--- src/rtl/trp_pkg.sv ---
package trp_pkg;
  localparam logic [1:0] PRV_U = 2'd0;
  localparam logic [1:0] PRV_S = 2'd1;
  localparam logic [1:0] PRV_M = 2'd3;

  localparam int CAUSE_MISALIGN = 0;
  localparam int CAUSE_ILLEGAL  = 2;

  typedef struct packed {
    logic [1:0] priv;
    logic       sie;
    logic       spie;
    logic       spp;
    logic       mie;
    logic       mpie;
    logic [1:0] mpp;
    logic       tsr;
  } trp_state_t;

  localparam trp_state_t STATE_RST = '{priv: PRV_M, mpp: PRV_U, default: 1'b0};
endpackage

--- src/rtl/trp_ret_check.sv ---
module trp_ret_check
  import trp_pkg::*;
#(
  parameter int CAUSE_W = 4
) (
  input  logic               sret_i,
  input  logic               mret_i,
  input  logic               rvc_en_i,
  input  logic [1:0]         priv_i,
  input  logic               tsr_i,
  input  logic [1:0]         sepc_lo_i,
  input  logic [1:0]         mepc_lo_i,
  output logic               use_m_o,
  output logic               exc_vld_o,
  output logic [CAUSE_W-1:0] exc_code_o
);
  logic       req;
  logic [1:0] epc_lo;
  logic [1:0] min_priv;
  logic       priv_low, mis, tsr_trap;

  assign req      = sret_i | mret_i;
  assign use_m_o  = mret_i;
  assign epc_lo   = use_m_o ? mepc_lo_i : sepc_lo_i;
  assign min_priv = use_m_o ? PRV_M : PRV_S;
  assign priv_low = priv_i < min_priv;
  assign mis      = !rvc_en_i && (epc_lo != 2'b00);
  assign tsr_trap = !use_m_o && tsr_i;

  // fixed priority: privilege, alignment, forbid bit
  always_comb begin
    exc_vld_o  = 1'b0;
    exc_code_o = '0;
    if (req) begin
      if (priv_low) begin
        exc_vld_o  = 1'b1;
        exc_code_o = CAUSE_W'(CAUSE_ILLEGAL);
      end else if (mis) begin
        exc_vld_o  = 1'b1;
        exc_code_o = CAUSE_W'(CAUSE_MISALIGN);
      end else if (tsr_trap) begin
        exc_vld_o  = 1'b1;
        exc_code_o = CAUSE_W'(CAUSE_ILLEGAL);
      end
    end
  end
endmodule

--- src/rtl/trp_ret_update.sv ---
module trp_ret_update
  import trp_pkg::*;
(
  input  trp_state_t cur_i,
  input  logic       use_m_i,
  output trp_state_t nxt_o
);
  always_comb begin
    nxt_o = cur_i;
    if (use_m_i) begin
      nxt_o.mie  = cur_i.mpie;
      nxt_o.mpie = 1'b0;
      nxt_o.mpp  = PRV_U;
      nxt_o.priv = cur_i.mpp;
    end else begin
      nxt_o.sie  = cur_i.spie;
      nxt_o.spie = 1'b0;
      nxt_o.spp  = 1'b0;
      nxt_o.priv = {1'b0, cur_i.spp};
    end
  end
endmodule

--- src/rtl/trp_ret_seq.sv ---
module trp_ret_seq
  import trp_pkg::*;
#(
  parameter int XLEN    = 32,
  parameter int CAUSE_W = 4
) (
  input  logic               clk_i,
  input  logic               rst_ni,
  input  logic               sret_i,
  input  logic               mret_i,
  input  logic [XLEN-1:0]    sepc_i,
  input  logic [XLEN-1:0]    mepc_i,
  input  logic               rvc_en_i,
  input  logic               ld_i,
  input  logic [1:0]         ld_priv_i,
  input  logic               ld_sie_i,
  input  logic               ld_spie_i,
  input  logic               ld_spp_i,
  input  logic               ld_mie_i,
  input  logic               ld_mpie_i,
  input  logic [1:0]         ld_mpp_i,
  input  logic               ld_tsr_i,
  output logic [XLEN-1:0]    next_pc_o,
  output logic               exc_vld_o,
  output logic [CAUSE_W-1:0] exc_code_o,
  output logic               ret_ok_o,
  output logic [1:0]         priv_o,
  output logic               sie_o,
  output logic               spie_o,
  output logic               spp_o,
  output logic               mie_o,
  output logic               mpie_o,
  output logic [1:0]         mpp_o,
  output logic               tsr_o
);
  trp_state_t state_q, state_upd, state_ld;
  logic       use_m, req;

  trp_ret_check #(.CAUSE_W(CAUSE_W)) u_check (
    .sret_i     (sret_i),
    .mret_i     (mret_i),
    .rvc_en_i   (rvc_en_i),
    .priv_i     (state_q.priv),
    .tsr_i      (state_q.tsr),
    .sepc_lo_i  (sepc_i[1:0]),
    .mepc_lo_i  (mepc_i[1:0]),
    .use_m_o    (use_m),
    .exc_vld_o  (exc_vld_o),
    .exc_code_o (exc_code_o)
  );

  trp_ret_update u_update (
    .cur_i   (state_q),
    .use_m_i (use_m),
    .nxt_o   (state_upd)
  );

  assign req       = sret_i | mret_i;
  assign ret_ok_o  = req & ~exc_vld_o;
  assign next_pc_o = use_m ? mepc_i : sepc_i;

  always_comb begin
    state_ld      = '0;
    state_ld.priv = ld_priv_i;
    state_ld.sie  = ld_sie_i;
    state_ld.spie = ld_spie_i;
    state_ld.spp  = ld_spp_i;
    state_ld.mie  = ld_mie_i;
    state_ld.mpie = ld_mpie_i;
    state_ld.mpp  = ld_mpp_i;
    state_ld.tsr  = ld_tsr_i;
  end

  always_ff @(posedge clk_i or negedge rst_ni) begin
    if (!rst_ni)       state_q <= STATE_RST;
    else if (ld_i)     state_q <= state_ld;
    else if (ret_ok_o) state_q <= state_upd;
  end

  assign priv_o = state_q.priv;
  assign sie_o  = state_q.sie;
  assign spie_o = state_q.spie;
  assign spp_o  = state_q.spp;
  assign mie_o  = state_q.mie;
  assign mpie_o = state_q.mpie;
  assign mpp_o  = state_q.mpp;
  assign tsr_o  = state_q.tsr;
endmodule

--- config.mk ---
export PLATFORM = sky130hd
export DESIGN_NAME = trp_ret_seq
export DESIGN_NICKNAME = d
export VERILOG_FILES = /design/src/rtl/trp_pkg.sv /design/src/rtl/trp_ret_check.sv /design/src/rtl/trp_ret_update.sv /design/src/rtl/trp_ret_seq.sv
export SDC_FILE = /design/constraint.sdc
export NUM_CORES = 1
export LEC_CHECK = 0
export CAP_MARGIN = 20
export CORE_MARGIN = 2
export CORE_UTILIZATION = 23
export DETAILED_ROUTE_END_ITERATION = 7
export GPL_ROUTABILITY_DRIVEN = 0
export PLACE_DENSITY_LB_ADDON = 0.15
export RECOVER_POWER = 100
export SLEW_MARGIN = 10
export SYNTH_ARGS = -nofsm -noshare
export SYNTH_HDL_FRONTEND = slang
export SYNTH_SLANG_ARGS = --single-unit
--- constraint.sdc ---
create_clock -name clk_i -period 1.65 [get_ports clk_i]
set_clock_uncertainty 0.05 [all_clocks]
set_input_delay 0.165 -clock clk_i [delete_from_list [all_inputs] [get_ports clk_i]]
set_output_delay 0.165 -clock clk_i [all_outputs]
set_load 0.01 [all_outputs]
==> impl.org <==
** Routing
- In this run, the number of DRC markers left after iteration 0 of detailed routing was 9.
- The first TritonRoute pass finished after 4 iterations.
- Detail-routed via count per cell :: about 4.5
- Routed vias :: ~1300
- Once detail routing completed, the nets flagged for antenna violations numbered 0.
- Wires add up to between 4 and 5 mm.
- Routed wirelength normalized by instance count :: approximately 15 µm
- In the routed design, unresolved DRC markers number 0.

** Place
- Placed wire-length estimate :: 3.70 mm
- During placement, the flow inserted port buffers numbering between 100 and 150.
- In this run the cell area measured after placement is approximately 0.0024 mm².

** Critical path
- The worst setup path is captured at a flip-flop.
- The worst register-to-register path has a setup slack of -0.16 ns.
- At the worst endpoint, the required time is around 1.7 ns.
- Of all nets on the critical path, the largest fanout is 4.
- The critical path is of the reg -> reg type.
- For the worst setup path, the data arrival time is ~1.9 ns.
- STA classifies the critical path startpoint as a flip-flop.

** GRT
- Vias in the first global route :: between 1000 and 1500
- Global routing finished with a remaining overflow of 0.
- Entering global routing, the biggest net connects 19 pins.
- Wire length of the first global-routing pass :: 6.67 mm
- The number of antenna violations at the first check in global routing came to 0.
- Total global-route track usage :: 0.169

** Clock network
- Buffers inserted during clock tree synthesis total 3.
- Clock transition time at the flip-flop clock pins of the worst setup and hold paths :: roughly 0.04 ns
- Count of H-tree levels built during CTS :: 1
- Insertion delay to the later sink of the worst-skew pair :: 0.24 ns
- Deepest clock path buffer count :: 2
- CTS saw 10 sinks.
- Clock tree from TritonCTS :: yes
- CTS placed an instance of sky130_fd_sc_hd__clkbuf_8 at the clock tree root.
- # hold bufs at CTS :: 0

** Pwr
- Worst ir drop on vdd :: just under 0.0005 V
- Tot Pwr :: roughly 1200 µW
- Leakage power of the design :: roughly 0.0011 µW
- In this run the power density over the cells is slightly below 500 mW/mm².

** Timing
- Post-route fraction of the period consumed by the critical path :: 1.09
- The final number of hold-violating endpoints came to 0.
- Setup violators final :: 7
- Derived from the worst setup path, the maximum achievable clock frequency is between 0.5 and 0.6 GHz.
- Setup repair after global routing could not meet its margin everywhere.
- After layout, the minimum clock period comes to around 1.8 ns.
- The count of pins over their slew limit is 0.
- Setup slack on the critical path of the routed design comes to -0.156 ns.

** Logic synthesis
- In this run, synthesis produced a sequential element count of 10.
- In this run, synthesis inferred 0 flip-flops with an integrated enable.
- Number of instances in the synthesized netlist :: approximately 100
- During synthesis, Yosys emitted a total of 0 warnings.
- Sequential element share of the synthesized area :: 0.251
- In the synthesized netlist, the cells that appear most often are sky130_fd_sc_hd__mux2_2, sky130_fd_sc_hd__nand2_1, sky130_fd_sc_hd__dfrtp_1.
- After synthesis, the mean cell area works out to 9.97 µm².
- Yosys cell types :: 28
- Most common cell in the netlist :: sky130_fd_sc_hd__mux2_2
- The biggest area contributor in the post-synthesis netlist is sky130_fd_sc_hd__mux2_2.
- Post-Syn Area :: between 0.001 and 0.0015 mm²
- Fraction of post-synthesis cell area in the top cell type by area :: 0.391
- By area the synthesized netlist is led by sky130_fd_sc_hd__mux2_2, sky130_fd_sc_hd__dfrtp_1, sky130_fd_sc_hd__dfstp_2.
- Async S/R FF share, synth :: 1.00
- Among all flip-flop cells after synthesis, the most frequent one is sky130_fd_sc_hd__dfrtp_1.

** Final layout
- After the last flow step, the layout net total stands at 322.
- Summing all flip-flop and latch instances after layout gives between 200 and 300 µm².
- Layout cells sized above 1 :: 0.314
- The filler cells instantiated in the layout total 350.
- Inserted Diodes :: 0
- For this run, the share of the core covered by cells in the final layout is 0.587.
- Relative to the synthesized area, the layout overhead comes to 150%.
- After routing the design area is about 0.0025 mm².
- Area of the multi-input gates :: around 770 µm²

** Floorplan
- Die Wd :: ~70 µm
- During I/O placement, the number of pins put on the boundary was 128.
- Area of the placeable core :: roughly 0.0043 mm²
- The initialized floorplan defines 24 standard-cell rows.
- Vert. Die Dim :: roughly 70 µm
- Die footprint :: around 0.0049 mm²
- The initial utilization of the core area, before any placement, comes to 0.235.

** Status
- Outcome :: finished, violations left
- The checks that failed: negative setup slack.

** Flow run
- Number of max-capacitance violations reported :: 0

** Hold path
- Hold Path Class :: in -> async
cell usage in the layout, fill, tap and decap left out:
| cell type | n |
|---|---|
| sky130_fd_sc_hd__a211oi_2 | 1 |
| sky130_fd_sc_hd__a21o_4 | 1 |
| sky130_fd_sc_hd__a21oi_1 | 1 |
| sky130_fd_sc_hd__a21oi_2 | 1 |
| sky130_fd_sc_hd__buf_2 | 3 |
| sky130_fd_sc_hd__buf_4 | 14 |
| sky130_fd_sc_hd__clkbuf_2 | 2 |
| sky130_fd_sc_hd__clkbuf_4 | 3 |
| sky130_fd_sc_hd__clkbuf_8 | 3 |
| sky130_fd_sc_hd__clkdlybuf4s25_1 | 2 |
| sky130_fd_sc_hd__clkdlybuf4s50_1 | 92 |
| sky130_fd_sc_hd__conb_1 | 3 |
| sky130_fd_sc_hd__dfrtp_1 | 8 |
| sky130_fd_sc_hd__dfstp_2 | 2 |
| sky130_fd_sc_hd__dlygate4sd2_1 | 3 |
| sky130_fd_sc_hd__dlygate4sd3_1 | 9 |
| sky130_fd_sc_hd__dlymetal6s2s_1 | 13 |
| sky130_fd_sc_hd__dlymetal6s4s_1 | 1 |
| sky130_fd_sc_hd__ha_4 | 1 |
| sky130_fd_sc_hd__inv_1 | 3 |
| sky130_fd_sc_hd__mux2_1 | 1 |
| sky130_fd_sc_hd__mux2_2 | 34 |
| sky130_fd_sc_hd__mux2_4 | 2 |
| sky130_fd_sc_hd__mux2i_1 | 1 |
| sky130_fd_sc_hd__nand2_1 | 13 |
| sky130_fd_sc_hd__nand2b_1 | 1 |
| sky130_fd_sc_hd__nor2_1 | 3 |
| sky130_fd_sc_hd__nor2_2 | 2 |
| sky130_fd_sc_hd__nor2b_1 | 2 |
| sky130_fd_sc_hd__nor3_1 | 1 |
| sky130_fd_sc_hd__nor3_2 | 1 |
| sky130_fd_sc_hd__o2111ai_4 | 1 |
| sky130_fd_sc_hd__o211ai_4 | 1 |
| sky130_fd_sc_hd__o21ai_0 | 5 |
| sky130_fd_sc_hd__o21ai_2 | 1 |
| sky130_fd_sc_hd__o311ai_4 | 2 |
| sky130_fd_sc_hd__or4_1 | 2 |
stage by stage:
step / hold WS (ns) / std cells / setup WS (ns) / TNS, ns
finish: 0.265 / 291 / -0.156 / -0.582
global route: 0.298 / 291 / -0.191 / -0.900
CTS: 0.206 / 289 / -0.180 / -0.726
detailed placement: 0.457 / 286 / -0.329 / -2.79
global placement: 0.446 / 286 / -0.338 / -2.26
floorplan: -0.181 / 103 / -0.167 / -0.323
flip-flops by register name, indices dropped and copies added (netlist names):
register	count
sie_o	1
spp_o	1
mpie_o	1
tsr_o	1
priv_o	2
spie_o	1
mie_o	1
mpp_o	2
report_power, final:
group / leakage [µW] / internal (µW) / switching (µW)
clock network: 0.0000216 / 159 / 90.3
logic: 0.000992 / 445 / 243
registers: 0.000117 / 277 / 19.8
total: 0.00113 / 882 / 353
worst max-delay path: stages (launching register included):
cell                       delay [ns]
sky130_fd_sc_hd__dfstp_2         0.55
sky130_fd_sc_hd__ha_4            0.20
sky130_fd_sc_hd__a21o_4          0.23
sky130_fd_sc_hd__o211ai_4        0.09
sky130_fd_sc_hd__mux2_4          0.32
sky130_fd_sc_hd__mux2_2          0.25
routing by layer:
metal  global-route usage  vias up  wire (µm)
met1                0.192      599       1700
met3               0.0534        7        423
met4               0.0513        0         52
li1                     -      635          -
met5                    0        -          0
met2                0.299       73       2200
layout make-up:
cell class	instances	share of cell area
Sequential cell	10	0.100
Clock buffer	3	0.0164
Tap cell	52	0.0258
Multi-Input combinational cell	81	0.304
Inverter	3	0.00446
Timing Repair Buffer	142	0.549
worst paths after layout:
kind,startpoint,endpoint,depth (start not counted)
min reg2reg,spp_o,spp_o,2
min,rst_ni,spie_o,1
max reg2reg,priv_o[1],mie_o,5
max,priv_o[1],mie_o,5
max in group asynchronous,rst_ni,priv_o[1],1
min in group clk_i,ld_spp_i,spp_o,3
kinds of logic after synthesis:
| group | Yosys count | synth area share |
|---|---|---|
| adders and majority gates | 1 | 0.0124 |
| muxes | 38 | 0.427 |
| AOI/OAI and AO/OA | 14 | 0.120 |
| other | 1 | 0.00372 |
| and+or+nand+nor | 25 | 0.118 |
| buffers and inverters | 12 | 0.0671 |
| DFF | 10 | 0.251 |
repair_timing:
item                       in CTS  in global routing
pin swaps                       4                  2
resized for setup              20                 21
buffers inserted                1                  2
setup endpoints to repair      25                 25
(Power assumes the default switching activity.)
